**src/rtl/gain_ramp_pkg.sv**
```systemverilog
`timescale 1ns/1ps
package gain_ramp_pkg;
   localparam int NUM_CH = 2;
   typedef enum logic {
      CH_LEFT  = 1'b0,
      CH_RIGHT = 1'b1
   } chan_e;
endpackage

```
**src/rtl/gr_code_bank.sv**
```systemverilog
`timescale 1ns/1ps
module gr_code_bank
   import gain_ramp_pkg::*;
#(
   parameter int CODE_W = 8
) (
   input  logic                           clk,
   input  logic                           rst_n,
   input  logic                           wr_en,
   input  chan_e                          wr_sel,
   input  logic [CODE_W-1:0]              wr_code,
   input  logic                           wr_load,
   input  logic                           common_sel,
   output logic [NUM_CH-1:0][CODE_W-1:0]  tgt_code
);
   logic [NUM_CH-1:0][CODE_W-1:0] hold_q, hold_nxt, act_q;

   always_comb begin
      hold_nxt = hold_q;
      if (wr_en) hold_nxt[wr_sel] = wr_code;
   end

   always_ff @(posedge clk or negedge rst_n) begin
      if (!rst_n) begin
         hold_q <= '1;
         act_q  <= '1;
      end else begin
         hold_q <= hold_nxt;
         if (wr_en && wr_load) act_q <= hold_nxt;
      end
   end

   for (genvar ch = 0; ch < NUM_CH; ch++) begin : g_tgt
      if (ch == int'(CH_LEFT)) begin : g_own
         assign tgt_code[ch] = act_q[ch];
      end else begin : g_shared
         assign tgt_code[ch] = common_sel ? act_q[CH_LEFT] : act_q[ch];
      end
   end
endmodule

```
**src/rtl/gr_step_timer.sv**
```systemverilog
`timescale 1ns/1ps
module gr_step_timer #(
   parameter int STEP_SAMPLES = 128
) (
   input  logic clk,
   input  logic rst_n,
   input  logic sample_stb,
   output logic step_tick
);
   if (STEP_SAMPLES == 1) begin : g_every
      assign step_tick = sample_stb;
   end else begin : g_count
      localparam int CNT_W = $clog2(STEP_SAMPLES);
      localparam logic [CNT_W-1:0] LAST = CNT_W'(STEP_SAMPLES - 1);
      logic [CNT_W-1:0] cnt_q;
      always_ff @(posedge clk or negedge rst_n) begin
         if (!rst_n)          cnt_q <= '0;
         else if (sample_stb) cnt_q <= (cnt_q == LAST) ? '0 : cnt_q + 1'b1;
      end
      assign step_tick = sample_stb && (cnt_q == LAST);
   end
endmodule

```
**src/rtl/gr_ramp_chan.sv**
```systemverilog
`timescale 1ns/1ps
module gr_ramp_chan #(
   parameter int CODE_W = 8
) (
   input  logic              clk,
   input  logic              rst_n,
   input  logic              step_tick,
   input  logic              soft_mute,
   input  logic [CODE_W-1:0] target,
   output logic [CODE_W-1:0] applied
);
   logic [CODE_W-1:0] goal;
   assign goal = soft_mute ? '0 : target;

   always_ff @(posedge clk or negedge rst_n) begin
      if (!rst_n) applied <= '1;
      else if (step_tick) begin
         if (applied < goal)      applied <= applied + 1'b1;
         else if (applied > goal) applied <= applied - 1'b1;
      end
   end
endmodule

```
**src/rtl/gr_zero_run.sv**
```systemverilog
`timescale 1ns/1ps
module gr_zero_run #(
   parameter int SAMPLE_W = 24,
   parameter int ZERO_RUN = 1024
) (
   input  logic                clk,
   input  logic                rst_n,
   input  logic                sample_stb,
   input  logic [SAMPLE_W-1:0] left_sample,
   input  logic [SAMPLE_W-1:0] right_sample,
   output logic                run_done
);
   localparam int RUN_W = $clog2(ZERO_RUN + 1);
   localparam logic [RUN_W-1:0] RUN_MAX = RUN_W'(ZERO_RUN);
   logic [RUN_W-1:0] run_q;

   always_ff @(posedge clk or negedge rst_n) begin
      if (!rst_n) run_q <= '0;
      else if (sample_stb) begin
         if ((left_sample != '0) || (right_sample != '0)) run_q <= '0;
         else if (run_q != RUN_MAX)                       run_q <= run_q + 1'b1;
      end
   end
   assign run_done = (run_q == RUN_MAX);
endmodule

```
**src/rtl/gain_ramp_ctrl.sv**
```systemverilog
`timescale 1ns/1ps
module gain_ramp_ctrl
   import gain_ramp_pkg::*;
#(
   parameter int CODE_W       = 8,
   parameter int SAMPLE_W     = 24,
   parameter int STEP_SAMPLES = 128,
   parameter int ZERO_RUN     = 1024
) (
   input  logic                clk,
   input  logic                rst_n,
   input  logic                wr_en,
   input  logic                wr_sel,
   input  logic [CODE_W-1:0]   wr_code,
   input  logic                wr_load,
   input  logic                common_sel,
   input  logic                mute_bit,
   input  logic                mute_pin_n,
   input  logic                op_disable,
   input  logic                zero_det_en,
   input  logic                sample_stb,
   input  logic [SAMPLE_W-1:0] left_sample,
   input  logic [SAMPLE_W-1:0] right_sample,
   output logic [CODE_W-1:0]   gain_left,
   output logic [CODE_W-1:0]   gain_right,
   output logic                an_mute,
   output logic                zero_flag
);
   if (CODE_W < 2)       begin : g_bad_code   $error("CODE_W must be at least 2");       end
   if (SAMPLE_W < 1)     begin : g_bad_sample $error("SAMPLE_W must be at least 1");     end
   if (STEP_SAMPLES < 1) begin : g_bad_step   $error("STEP_SAMPLES must be at least 1"); end
   if (ZERO_RUN < 1)     begin : g_bad_run    $error("ZERO_RUN must be at least 1");     end

   logic [NUM_CH-1:0][CODE_W-1:0] tgt_code, applied;
   logic step_tick, soft_mute, all_zero;

   assign soft_mute = mute_bit || !mute_pin_n;

   gr_code_bank #(.CODE_W(CODE_W)) u_bank (
      .clk, .rst_n, .wr_en,
      .wr_sel(chan_e'(wr_sel)),
      .wr_code, .wr_load, .common_sel,
      .tgt_code
   );

   gr_step_timer #(.STEP_SAMPLES(STEP_SAMPLES)) u_timer (
      .clk, .rst_n, .sample_stb, .step_tick
   );

   for (genvar ch = 0; ch < NUM_CH; ch++) begin : g_chan
      gr_ramp_chan #(.CODE_W(CODE_W)) u_ramp (
         .clk, .rst_n, .step_tick, .soft_mute,
         .target(tgt_code[ch]),
         .applied(applied[ch])
      );
   end

   gr_zero_run #(.SAMPLE_W(SAMPLE_W), .ZERO_RUN(ZERO_RUN)) u_zero (
      .clk, .rst_n, .sample_stb, .left_sample, .right_sample,
      .run_done(zero_flag)
   );

   assign all_zero   = (applied[CH_LEFT] == '0) && (applied[CH_RIGHT] == '0);
   assign gain_left  = op_disable ? '0 : applied[CH_LEFT];
   assign gain_right = op_disable ? '0 : applied[CH_RIGHT];
   assign an_mute    = op_disable || (soft_mute && all_zero) || (zero_det_en && zero_flag);
endmodule

```
**config.mk**
```make
export PLATFORM = sky130hd
export DESIGN_NAME = gain_ramp_ctrl
export DESIGN_NICKNAME = d
export VERILOG_FILES = /design/src/rtl/gain_ramp_pkg.sv /design/src/rtl/gr_code_bank.sv /design/src/rtl/gr_step_timer.sv /design/src/rtl/gr_ramp_chan.sv /design/src/rtl/gr_zero_run.sv /design/src/rtl/gain_ramp_ctrl.sv
export SDC_FILE = /design/constraint.sdc
export NUM_CORES = 1
export LEC_CHECK = 0
export ABC_CLOCK_PERIOD_IN_PS = 3800
export BUFFER_PORTS_ARGS = -buffer_cell sky130_fd_sc_hd__buf_4
export CORE_MARGIN = 2
export CORE_UTILIZATION = 47
export CTS_CLUSTER_DIAMETER = 50
export DETAILED_ROUTE_END_ITERATION = 16
export GPL_TIMING_DRIVEN = 0
export PLACE_DENSITY = 0.67
export SKIP_CTS_REPAIR_TIMING = 1
export SYNTH_ARGS = -nofsm -noshare
export SYNTH_HDL_FRONTEND = slang
export SYNTH_SLANG_ARGS = --single-unit
```
**constraint.sdc**
```tcl
create_clock -name clk -period 3.8 [get_ports clk]
set_input_delay 0.57 -clock clk [delete_from_list [all_inputs] [get_ports clk]]
set_output_delay 0.57 -clock clk [all_outputs]
set_load 0.02 [all_outputs]
```
==> impl_metrics.sql, run 1 <==
INSERT INTO impl_metrics (metric_group, metric, value, unit) VALUES
('layout', 'flow.area_growth_from_synthesis', '24.4', '%'),
('detailed_routing', 'routed-wl-met3', '402', 'µm'),
('layout', 'final_core_util', '61.1', '%'),
('timing', 'timing_hold_violations_final', '0', ''),
('synthesis', 'mappedNetlistNets', '491', ''),
('timing', 'layout_worst_path_cycle_share', '95.8', '%'),
('synthesis', 'syn_inst', '390', ''),
('synthesis', 'synth_seq_area_share', '42.0', '%'),
('clocking', 'clock_tree_buffer_depth', '2', ''),
('layout', 'layoutNonFillerInstCount', '597', ''),
('die', 'design.portCount', '85', ''),
('worst_setup_path', 'timing.critical_path.slowest_stage_cell', 'o31ai_2', ''),
('clocking', 'clock_tree.htree_level_count', '3', ''),
('layout', 'regArea', '1710', 'µm²'),
('worst_setup_path', 'cp.arrival', '3.91', 'ns'),
('detailed_routing', 'vias', '3228', ''),
('placed_design', 'detailed_place_hpwl', '6.86', 'mm'),
('worst_setup_path', 'critical_path_data_required_time', '4.07', 'ns'),
('grt', 'grt_max_degree', '67', ''),
('clocking', 'clk_latency', '0.34', 'ns'),
('timing', 'worst_slack', '0.161', 'ns'),
('synthesis', 'synthDominantCellAreaShare', '30.9', '%'),
('synthesis', 'synth_edf_count', '0', ''),
('power', 'power_leakage', '2.26', 'nW'),
('worst_setup_path', 'crit_path_cell_trace', 'buf_4 > nor2b_1 > clkbuf_4 > buf_6 > nand2_1 > ha_1 > o21ai_0 > a21oi_1 > o31ai_2 > nand2_2 > ha_1 > a21oi_2 > o211ai_1 > o41ai_2 > a21bo_2 > a211oi_2 > xor2_1', ''),
('synthesis', 'synth-seq-cells', '66', ''),
('outcome', 'outcome', 'finished, final reports clean', ''),
('synthesis', 'synth.largest_area_cell', 'dfstp_2', ''),
('timing', 'relative_max_transition_margin', '45.7', '%'),
('worst_setup_path', 'crit_type', 'in -> reg', ''),
('detailed_routing', 'drt_pass1_iterations', '4', ''),
('power', 'ir_drop', '0.000203', 'V'),
('detailed_routing', 'wl_met1', '3.79', 'mm'),
('placed_design', 'dpl_worst_slack', '-0.678', 'ns'),
('detailed_routing', 'ant_nets', '0', ''),
('power', 'powerDensity', '388', 'nW/µm²'),
('layout', 'final_layout_size_suffix_gt1_share', '44.7', '%'),
('die', 'dieArea', '9440', 'µm²'),
('timing', 'final.min_clock_period', '3.64', 'ns'),
('detailed_routing', 'first_iter_violations', '58', ''),
('timing', 'slew_violations', '0', ''),
('layout', 'final_net_count', '588', ''),
('grt', 'total_congestion_overflow', '0', ''),
('layout', 'insertedDiodeCount', '0', ''),
('timing', 'final-setup-viol-count', '0', ''),
('die', 'fp.dieH', '97.1', 'µm'),
('layout', 'combined_area_of_the_multi_input_logic_cells', '2280', 'µm²'),
('timing', 'worst_hold_margin', '0.343', 'ns'),
('clocking', 'clock_tree_sinks', '66', ''),
('placed_design', 'numPlacedInstances', '578', ''),
('grt', 'via_count_of_the_first_global_routing_pass', '3310', ''),
('detailed_routing', 'wirelength', '8.82', 'mm'),
('die', 'die_x', '97.1', 'µm'),
('timing', 'timing.clock.skew', '0.00541', 'ns'),
('layout', 'design_area', '5070', 'µm²'),
('synthesis', 'synth_ff_type', 'dfstp_2', ''),
('grt', 'grt_util_all_layers', '19.8', '%'),
('timing', 'max_slew.worst_pin.slew', '0.814', 'ns'),
('die', 'std_cell_rows', '33', ''),
('clocking', 'clock_buffers_created_by_tritoncts', '9', ''),
('detailed_routing', 'met2_length', '4.56', 'mm'),
('placed_design', 'place.port_buffers', '83', ''),
('clocking', 'clock-root-buffer', 'clkbuf_8', ''),
('synthesis', 'ys_top_cells_by_area', 'dfstp_2, mux2_2, dfrtp_1, ha_1, nand2_1', ''),
('die', 'initial_core_utilization', '49.1', '%'),
('flow_run', 'maximum_capacitance_violations', '0', ''),
('synthesis', 'synth_async_sr_flop_share', '100', '%'),
('worst_setup_path', 'critPathMaxFanout', '10', ''),
('synthesis', 'mappedNetlistArea', '4080', 'µm²'),
('worst_setup_path', 'path_delay_family', 'compound AO/OA/AOI/OAI gates', ''),
('worst_setup_path', 'cp-start-kind', 'input pin', '');
[stage by stage]
step           total power [mW]  setup TNS (ns)
6_report                   1.97               0
5_1_grt                    2.10         -0.0498
4_1_cts                    1.98          -0.571
3_5_place_dp               1.38           -2.47
3_3_place_gp               1.36           -1.76
2_1_floorplan              1.23               0
[flip-flops by register name, indices dropped and copies added, names as in the netlist]
name	count
u_zero.run_q	11
u_bank.act_q	8
u_bank.hold_q	16
u_bank.tgt_code	8
g_chan.u_ramp.applied	16
u_timer.g_count.cnt_q	7
[kinds of logic (layout without fill, tap and decap cells)]
| logic type | count (synthesis) | after routing | share of synthesized area [%] |
|---|---|---|---|
| compound gates | 55 | 55 | 8.96 |
| xor+xnor | 22 | 22 | 4.73 |
| fa+ha+maj | 34 | 34 | 10.8 |
| buf+inv | 22 | 124 | 2.27 |
| flops | 66 | 66 | 42.0 |
| mux | 49 | 49 | 13.5 |
| simple gates | 142 | 142 | 17.8 |
[cell usage in the layout, fill, tap and decap left out, types with 2 or more instances in the layout]
master and n:
o21ai_0 15, nor4_1 17, nand3_1 13, xnor2_1 16, clkbuf_4 2, a21oi_2 4, nand2_1 39, buf_6 2
nor2b_1 16, dfstp_2 48, o31ai_1 2, dfrtp_1 18, nor2_1 23, mux2_2 48, clkbuf_1 5, ha_1 32
fa_1 2, clkinvlp_4 2, a21oi_1 17, a21o_1 4, clkbuf_8 9, inv_1 12, buf_2 2, xor2_1 6
o211ai_1 2, o21bai_1 2, nor3_1 5, buf_4 86, nand2b_1 3, nand4_1 7, and2_1 4, clkinv_4 2
or3_1 5
[report_power, final]
group          total [mW]  switching, mW  leakage, nW  internal [mW]
sequential          0.909         0.0627        0.743          0.846
combinational       0.476          0.221         1.43          0.255
clock               0.585          0.281       0.0925          0.304
total                1.97          0.565         2.26           1.40
[final cells by class]
class / instances / area share (%)
multi-input combinational: 302 / 45.0
sequential: 66 / 33.7
timing repair buffer: 86 / 12.7
tap: 105 / 2.59
clock buffer: 10 / 2.52
clock inverter: 6 / 1.33
buffer: 10 / 1.23
inverter: 12 / 0.888
[worst register-to-register path, cell delays in order, from the launching register on]
cell and delay, ns:
dfstp_2 0.55, mux2_2 0.16, nand2_1 0.07, ha_1 0.29, o21ai_0 0.14, a21oi_1 0.07
o31ai_2 0.36, nand2_2 0.18, ha_1 0.32, a21oi_2 0.18, o211ai_1 0.14, o41ai_2 0.33
a21bo_2 0.27, a211oi_2 0.26, xor2_1 0.17
[per-layer routing]
metal / GRT usage [%] / up-vias
li1: - / 1586
met4: 5.53 / 0
met1: 24.4 / 1551
met3: 3.96 / 8
met2: 35.1 / 83
met5: 0 / -
[final timing paths]
kind | startpoint | endpoint | slack, ns | cells past startpoint
max in group asynchronous | rst_n | u_timer.g_count.cnt_q[3] | 2.95 | 1
worst max-delay path | mute_bit | g_chan[1].u_ramp.applied[7] | 0.16 | 17
worst max register to register | u_bank.tgt_code[2] | g_chan[1].u_ramp.applied[7] | 0.25 | 14
worst min-delay path | rst_n | u_zero.run_q[8] | 0.34 | 1
worst min register to register | u_timer.g_count.cnt_q[6] | u_timer.g_count.cnt_q[6] | 0.48 | 1
min in group clk | u_timer.g_count.cnt_q[6] | u_timer.g_count.cnt_q[6] | 0.48 | 1
(Power assumes the default switching activity.)
==> run 2: changes to the inputs <==
--- a/config.mk
+++ b/config.mk
@@ -5,14 +5,13 @@
 export SDC_FILE = /design/constraint.sdc
 export NUM_CORES = 1
 export LEC_CHECK = 0
-export ABC_CLOCK_PERIOD_IN_PS = 3800
-export BUFFER_PORTS_ARGS = -buffer_cell sky130_fd_sc_hd__buf_4
 export CORE_MARGIN = 2
 export CORE_UTILIZATION = 47
 export CTS_CLUSTER_DIAMETER = 50
 export DETAILED_ROUTE_END_ITERATION = 16
+export DONT_BUFFER_PORTS = 1
 export GPL_TIMING_DRIVEN = 0
-export PLACE_DENSITY = 0.67
+export PLACE_DENSITY = 0.59
 export SKIP_CTS_REPAIR_TIMING = 1
 export SYNTH_ARGS = -nofsm -noshare
 export SYNTH_HDL_FRONTEND = slang
==> run 2 against run 1 <==
Against the previous run: clock power rose by 7.5%; combinational power fell by 11%; die area did not move; clock skew rose by 0.0012 ns; via count fell by 8.5%; first-iteration DRC count rose by 34%; utilization fell by 7.1 points; hold slack got worse by 0.27 ns; non-clock buffer count fell by 80.
==> impl_metrics.sql, run 2 (synthesized netlist as in run 1, its figures left out) <==
INSERT INTO impl_metrics (metric_group, metric, value, unit) VALUES
('worst_setup_path', 'cp.arrival', '3.81', 'ns'),
('die', 'design.core.area', '8300', 'µm²'),
('detailed_routing', 'wirelength', '8.62', 'mm'),
('die', 'std_cell_rows', '33', ''),
('worst_setup_path', 'r2r_setup_slack', '0.30', 'ns'),
('grt', 'number_of_antenna_violations_at_the_first_check_in_global_routing', '0', ''),
('placed_design', 'detailed_place_hpwl', '6.36', 'mm'),
('grt', 'via_count_of_the_first_global_routing_pass', '3007', ''),
('placed_design', 'post_dp_cell_area', '4210', 'µm²'),
('clocking', 'clk_latency', '0.34', 'ns'),
('layout', 'flow.area_growth_from_synthesis', '9.97', '%'),
('placed_design', 'place.port_buffers', '0', ''),
('layout', 'layout.cells.most_common_list', 'mux2_2, dfstp_2, nand2_1, ha_1, nor2_1', ''),
('worst_setup_path', 'critical_path_data_required_time', '4.08', 'ns'),
('worst_setup_path', 'path_delay_family', 'compound AO/OA/AOI/OAI gates', ''),
('layout', 'fill_cells', '717', ''),
('die', 'fp.dieH', '97.1', 'µm'),
('grt', 'grt_util_all_layers', '18.5', '%'),
('worst_setup_path', 'critPathMaxFanout', '8', ''),
('worst_setup_path', 'crit_type', 'in -> reg', ''),
('layout', 'final_net_count', '508', ''),
('timing', 'final.min_clock_period', '3.53', 'ns'),
('layout', 'design_area', '4480', 'µm²'),
('layout', 'combined_area_of_the_multi_input_logic_cells', '2280', 'µm²'),
('timing', 'timing_hold_violations_final', '0', ''),
('detailed_routing', 'drc_errors', '0', ''),
('detailed_routing', 'drt_pass1_iterations', '4', ''),
('worst_setup_path', 'critical-path-max-stage-delay', '0.37', 'ns'),
('layout', 'layoutNonFillerInstCount', '517', ''),
('worst_setup_path', 'cp-start-kind', 'input pin', ''),
('clocking', 'clock_tree_buffer_depth', '2', ''),
('detailed_routing', 'drt-vias-per-instance', '5.72', ''),
('worst_setup_path', 'rr_startpoint', 'u_bank.tgt_code[2]', ''),
('timing', 'worst_slack', '0.267', 'ns'),
('timing', 'final-setup-viol-count', '0', ''),
('grt', 'grt_max_degree', '67', ''),
('worst_setup_path', 'critical-path-top-cell-by-count', 'ha_1', ''),
('clocking', 'clock-root-buffer', 'clkbuf_8', ''),
('power', 'ir_drop', '0.000298', 'V'),
('outcome', 'outcome', 'finished, final reports clean', ''),
('timing', 'relative_max_transition_margin', '44.6', '%'),
('die', 'die_x', '97.1', 'µm'),
('worst_setup_path', 'r2r.worst_path.cells', '15', ''),
('layout', 'insertedDiodeCount', '0', ''),
('layout', 'layout_top_registers', 'g_chan.u_ramp.applied x16, u_bank.hold_q x16, u_zero.run_q x11', ''),
('power', 'power_leakage', '1.88', 'nW'),
('die', 'dieArea', '9440', 'µm²'),
('flow_run', 'maximum_capacitance_violations', '0', ''),
('clocking', 'clock_tree_sinks', '66', ''),
('clocking', 'clock_tree.htree_level_count', '3', ''),
('layout', 'regArea', '1710', 'µm²'),
('die', 'initial_core_utilization', '49.1', '%'),
('worst_setup_path', 'crit_path_end_kind', 'register', ''),
('clocking', 'clk_transition_reported_paths', '0.08', 'ns'),
('min_path', 'worst_hold_path_type', 'in -> async', ''),
('detailed_routing', 'first_iter_violations', '78', ''),
('worst_setup_path', 'timing.critical_path.slowest_stage_cell', 'o41ai_2', ''),
('detailed_routing', 'vias', '2955', ''),
('placed_design', 'numPlacedInstances', '495', ''),
('timing', 'max_slew.worst_pin.slew', '0.829', 'ns'),
('grt', 'grt_pass1_wl', '14.0', 'mm'),
('layout', 'final_layout_size_suffix_gt1_share', '34.0', '%'),
('clocking', 'clock_buffers_created_by_tritoncts', '9', ''),
('placed_design', 'dpl_worst_slack', '-0.593', 'ns'),
('timing', 'layout_worst_path_cycle_share', '93.0', '%'),
('grt', 'total_congestion_overflow', '0', ''),
('placed_design', 'place_congestion', '0.856', ''),
('detailed_routing', 'routedWlPerCell', '16.7', 'µm'),
('power', 'power.total', '1.96', 'mW'),
('timing', 'clock.fmax', '283', 'MHz'),
('timing', 'slew_violations', '0', ''),
('timing', 'timing.clock.skew', '0.00663', 'ns'),
('worst_setup_path', 'crit_path_cell_trace', 'clkbuf_4 > mux2_2 > nand2_1 > ha_1 > o21ai_0 > a21oi_1 > o31ai_2 > buf_4 > nand2_2 > ha_1 > a21oi_2 > o211ai_1 > o41ai_2 > a21bo_2 > a211oi_2 > xor2_1', ''),
('timing', 'rsz0062_at_grt', 'no', ''),
('power', 'powerDensity', '437', 'nW/µm²'),
('die', 'design.portCount', '85', ''),
('worst_setup_path', 'crit_buf_inv', '2', ''),
('worst_setup_path', 'worstReg2RegEnd', 'g_chan[1].u_ramp.applied[7]', ''),
('clocking', 'tritoncts', 'yes', ''),
('detailed_routing', 'ant_nets', '0', '');
run 2: per-layer routing:
| layer | share of wire (%) | track usage [%] |
|---|---|---|
| met5 | 0 | 0 |
| met4 | 1.7 | 6.93 |
| met3 | 4.9 | 3.02 |
| met2 | 51 | 33.2 |
| met1 | 43 | 22.3 |
run 2: metrics by stage:
step	hold WS, ns	TNS [ns]	util [%]
after global placement	0.276	-1.39	50.7
final	0.0686	0	54.0
after floorplan	0.274	0	-
after global routing	0.0417	0	54.0
after detailed placement	0.277	-1.77	50.7
after CTS	-0.108	-0.271	53.2
run 2: worst max path at each step:
stage / startpoint / endpoint / slack, ns / cells after the start
finish: common_sel / g_chan[1].u_ramp.applied[7] / 0.27 / 16
global route: common_sel / g_chan[1].u_ramp.applied[7] / 0.02 / 16
CTS: mute_pin_n / g_chan[1].u_ramp.applied[7] / -0.23 / 16
detailed placement: mute_pin_n / g_chan[1].u_ramp.applied[7] / -0.59 / 16
global placement: mute_pin_n / g_chan[1].u_ramp.applied[7] / -0.48 / 16
floorplan: mute_pin_n / g_chan[1].u_ramp.applied[7] / 0.04 / 16
run 2: where the power goes:
part | switching, mW | internal (mW)
registers | 0.0617 | 0.846
logic | 0.202 | 0.220
clock network | 0.300 | 0.330
run 2: area by class of cell:
class	instances	area share [%]
Multi-Input combinational cell	302	50.9
Sequential cell	66	38.2
Clock buffer	10	3.07
Tap cell	105	2.93
Clock inverter	6	1.59
Buffer	10	1.31
Timing Repair Buffer	6	1.06
Inverter	12	1.00
==> run 3: changes to the inputs <==
--- a/config.mk
+++ b/config.mk
@@ -5,6 +5,7 @@
 export SDC_FILE = /design/constraint.sdc
 export NUM_CORES = 1
 export LEC_CHECK = 0
+export ABC_AREA = 1
 export CORE_MARGIN = 2
 export CORE_UTILIZATION = 47
 export CTS_CLUSTER_DIAMETER = 50
==> run 3 against run 2 <==
Against the previous run: utilization down 1.1 points; global-route usage up 0.77 points; combinational power rose to 4.6 times the previous value; design area increased by 3.4%; via count grew 19%; wire length is 7.2% higher; final cell count increased by 33%; synthesized cell count up 45%; clock skew rose by 0.0028 ns; non-clock buffer count decreased by 4; sequential power is 20% higher.
==> impl_metrics.sql, run 3 <==
INSERT INTO impl_metrics (metric_group, metric, value, unit) VALUES
('placed_design', 'place.port_buffers', '0', ''),
('synthesis', 'ys_top_cells_by_area', 'dfstp_2, nand2_1, dfrtp_1, ha_1, inv_1', ''),
('synthesis', 'synth_seq_area_share', '40.0', '%'),
('timing', 'final.setup.tns', '0', 'ns'),
('synthesis', 'yosys.cell_count.top_type', 'nand2_1', ''),
('outcome', 'outcome', 'finished, final reports clean', ''),
('die', 'dieArea', '9880', 'µm²'),
('detailed_routing', 'drt-vias-per-instance', '5.11', ''),
('worst_setup_path', 'critPathMaxFanout', '10', ''),
('layout', 'final_net_count', '678', ''),
('clocking', 'clk_transition_reported_paths', '0.07', 'ns'),
('synthesis', 'synth_edf_count', '0', ''),
('synthesis', 'synth_async_sr_flop_share', '100', '%'),
('synthesis', 'synth-seq-cells', '66', ''),
('placed_design', 'place_congestion', '0.838', ''),
('worst_setup_path', 'worstReg2RegEnd', 'g_chan[1].u_ramp.applied[7]', ''),
('layout', 'mostFrequentLayoutCell', 'nand2_1', ''),
('worst_setup_path', 'timing.critical_path.slowest_stage_cell', 'ha_1', ''),
('timing', 'final-setup-viol-count', '0', ''),
('die', 'std_cell_rows', '34', ''),
('timing', 'timing.clock.skew', '0.00938', 'ns'),
('synthesis', 'syn_inst', '565', ''),
('min_path', 'worst_hold_path_type', 'in -> async', ''),
('layout', 'combined_area_of_the_multi_input_logic_cells', '2220', 'µm²'),
('worst_setup_path', 'critical_path_data_required_time', '4.08', 'ns'),
('layout', 'layout.cells.most_common_list', 'nand2_1, inv_1, nor2_1, dfstp_2, o21ai_0', ''),
('detailed_routing', 'vias', '3526', ''),
('placed_design', 'detailed_place_hpwl', '7.06', 'mm'),
('synthesis', 'synth.largest_area_cell', 'dfstp_2', ''),
('worst_setup_path', 'path_delay_family', 'simple AND/OR/NAND/NOR gates', ''),
('grt', 'grt_util_all_layers', '19.3', '%'),
('clocking', 'tritoncts', 'yes', ''),
('layout', 'flow.area_growth_from_synthesis', '8.40', '%'),
('worst_setup_path', 'crit_path_cell_trace', 'inv_1 > nor2_4 > clkinvlp_4 > a21oi_1 > o21ai_0 > ha_1 > a21o_1 > nor2_1 > nand2_1 > ha_1 > a21oi_1 > o21ai_0 > nor2_1 > inv_1 > nand2_1 > nand2_1 > nand2_1 > nand2_1', ''),
('power', 'power.total', '3.66', 'mW'),
('placed_design', 'post_dp_cell_area', '4410', 'µm²'),
('flow_run', 'maximum_capacitance_violations', '0', ''),
('detailed_routing', 'first_iter_violations', '131', ''),
('die', 'die_x', '99.4', 'µm'),
('worst_setup_path', 'critical-path-top-cell-by-count', 'nand2_1', ''),
('timing', 'rsz0062_at_grt', 'no', ''),
('timing', 'clock.fmax', '307', 'MHz'),
('clocking', 'clk_latency', '0.35', 'ns'),
('grt', 'number_of_antenna_violations_at_the_first_check_in_global_routing', '0', ''),
('layout', 'final_layout_size_suffix_gt1_share', '16.0', '%'),
('clocking', 'clock_buffers_created_by_tritoncts', '9', ''),
('synthesis', 'synth.top_cells.by_count', 'nand2_1, inv_1, nor2_1', ''),
('worst_setup_path', 'timing.critical_path.depth', '18', ''),
('layout', 'layout_top_registers', 'g_chan.u_ramp.applied x16, u_bank.hold_q x16, u_zero.run_q x11', ''),
('worst_setup_path', 'cp-start-kind', 'input pin', ''),
('grt', 'grt_max_degree', '67', ''),
('power', 'ir_drop', '0.000714', 'V'),
('worst_setup_path', 'crit_type', 'in -> reg', ''),
('timing', 'timing_hold_violations_final', '0', ''),
('layout', 'design_area', '4640', 'µm²'),
('timing', 'layout_worst_path_cycle_share', '85.7', '%'),
('clocking', 'clock_tree_buffer_depth', '2', ''),
('worst_setup_path', 'r2r_setup_slack', '0.72', 'ns'),
('detailed_routing', 'drt_pass1_iterations', '5', ''),
('synthesis', 'mappedNetlistNets', '666', ''),
('worst_setup_path', 'destination_of_the_critical_timing_path', 'g_chan[1].u_ramp.applied[7]', ''),
('detailed_routing', 'ant_nets', '0', ''),
('clocking', 'clock_tree_sinks', '66', ''),
('layout', 'regArea', '1710', 'µm²'),
('synthesis', 'ys_warn_count', '0', ''),
('worst_setup_path', 'critical-path-max-stage-delay', '0.46', 'ns'),
('die', 'design.portCount', '85', ''),
('grt', 'via_count_of_the_first_global_routing_pass', '3272', ''),
('grt', 'total_congestion_overflow', '0', ''),
('die', 'fp.dieH', '99.4', 'µm'),
('synthesis', 'synthDominantCellAreaShare', '29.5', '%'),
('worst_setup_path', 'rr_startpoint', 'u_bank.act_q[15]', ''),
('worst_setup_path', 'crit_buf_inv', '3', ''),
('detailed_routing', 'routedWlPerCell', '13.4', 'µm'),
('die', 'design.core.area', '8760', 'µm²'),
('worst_setup_path', 'r2r.worst_path.cells', '16', ''),
('worst_setup_path', 'cp.arrival', '3.53', 'ns'),
('detailed_routing', 'wirelength', '9.24', 'mm'),
('synthesis', 'post_synth_num_cell_types', '35', ''),
('timing', 'slew_violations', '0', ''),
('power', 'powerDensity', '790', 'nW/µm²'),
('detailed_routing', 'drc_errors', '0', ''),
('worst_setup_path', 'cp-startpoint', 'mute_pin_n', ''),
('timing', 'final.min_clock_period', '3.26', 'ns'),
('clocking', 'clock_tree.htree_level_count', '3', ''),
('layout', 'fill_cells', '850', ''),
('placed_design', 'dpl_worst_slack', '-0.0233', 'ns'),
('layout', 'insertedDiodeCount', '0', ''),
('power', 'power_leakage', '2.20', 'nW'),
('timing', 'max_slew.worst_pin.slew', '0.863', 'ns'),
('grt', 'grt_pass1_wl', '15.3', 'mm'),
('synthesis', 'syn_area_per_cell', '7.57', 'µm²'),
('timing', 'worst_slack', '0.545', 'ns'),
('synthesis', 'mappedNetlistArea', '4280', 'µm²'),
('clocking', 'clock-root-buffer', 'clkbuf_8', ''),
('worst_setup_path', 'crit_path_end_kind', 'register', ''),
('timing', 'relative_max_transition_margin', '42.3', '%'),
('synthesis', 'synth_ff_type', 'dfstp_2', ''),
('die', 'initial_core_utilization', '48.8', '%');
run 3: through the flow:
| step | std cells | hold slack (ns) | util [%] |
|---|---|---|---|
| floorplan | 565 | 0.274 | - |
| global placement | 673 | 0.276 | 50.3 |
| detailed placement | 673 | 0.276 | 50.3 |
| CTS | 689 | -0.100 | 52.7 |
| global route | 690 | 0.0556 | 52.9 |
| finish | 690 | 0.0751 | 52.9 |
run 3: worst min-delay path by stage:
stage                                              to  depth (start not counted)  slack [ns]  start
after floorplan              u_timer.g_count.cnt_q[0]                          0        0.27  rst_n
after global placement                u_zero.run_q[5]                          0        0.28  rst_n
after detailed placement              u_zero.run_q[5]                          0        0.28  rst_n
after CTS                             u_zero.run_q[5]                          0       -0.10  rst_n
after global routing      g_chan[1].u_ramp.applied[2]                          0        0.06  rst_n
final                     g_chan[1].u_ramp.applied[5]                          0        0.08  rst_n
run 3: area by class of cell:
| class | instances | share of cell area, % |
|---|---|---|
| timing repair buffer | 1 | 0.216 |
| sequential | 66 | 36.9 |
| tap | 108 | 2.91 |
| inverter | 74 | 6.07 |
| multi-input combinational | 414 | 47.9 |
| buffer | 11 | 1.51 |
| clock buffer | 12 | 3.37 |
| clock inverter | 4 | 1.05 |
run 3: kinds of logic (layout without fill, tap and decap cells):
family,after synthesis,count (layout),share of synthesized area (%)
AND/OR/NAND/NOR,273,273,27.2
adder cells (fa/ha/maj),34,34,10.3
flip-flops,66,66,40.0
buffers and inverters,85,102,8.13
XOR/XNOR,13,13,2.66
AO/OA/AOI/OAI,94,94,11.7
run 3: power by group:
part / total, mW / internal (mW) / leakage, nW / switching [mW]
clock: 0.616 / 0.342 / 0.105 / 0.274
sequential: 1.09 / 0.934 / 0.734 / 0.151
combinational: 1.96 / 0.781 / 1.36 / 1.18
total: 3.66 / 2.06 / 2.20 / 1.61
run 3: per-layer routing:
layer	vias up	global-route usage (%)	part of all wire [%]
li1	1839	-	-
met4	0	6.64	0.80
met1	1623	27.9	51
met2	57	29.7	45
met5	-	0	0
met3	7	2.74	3.1
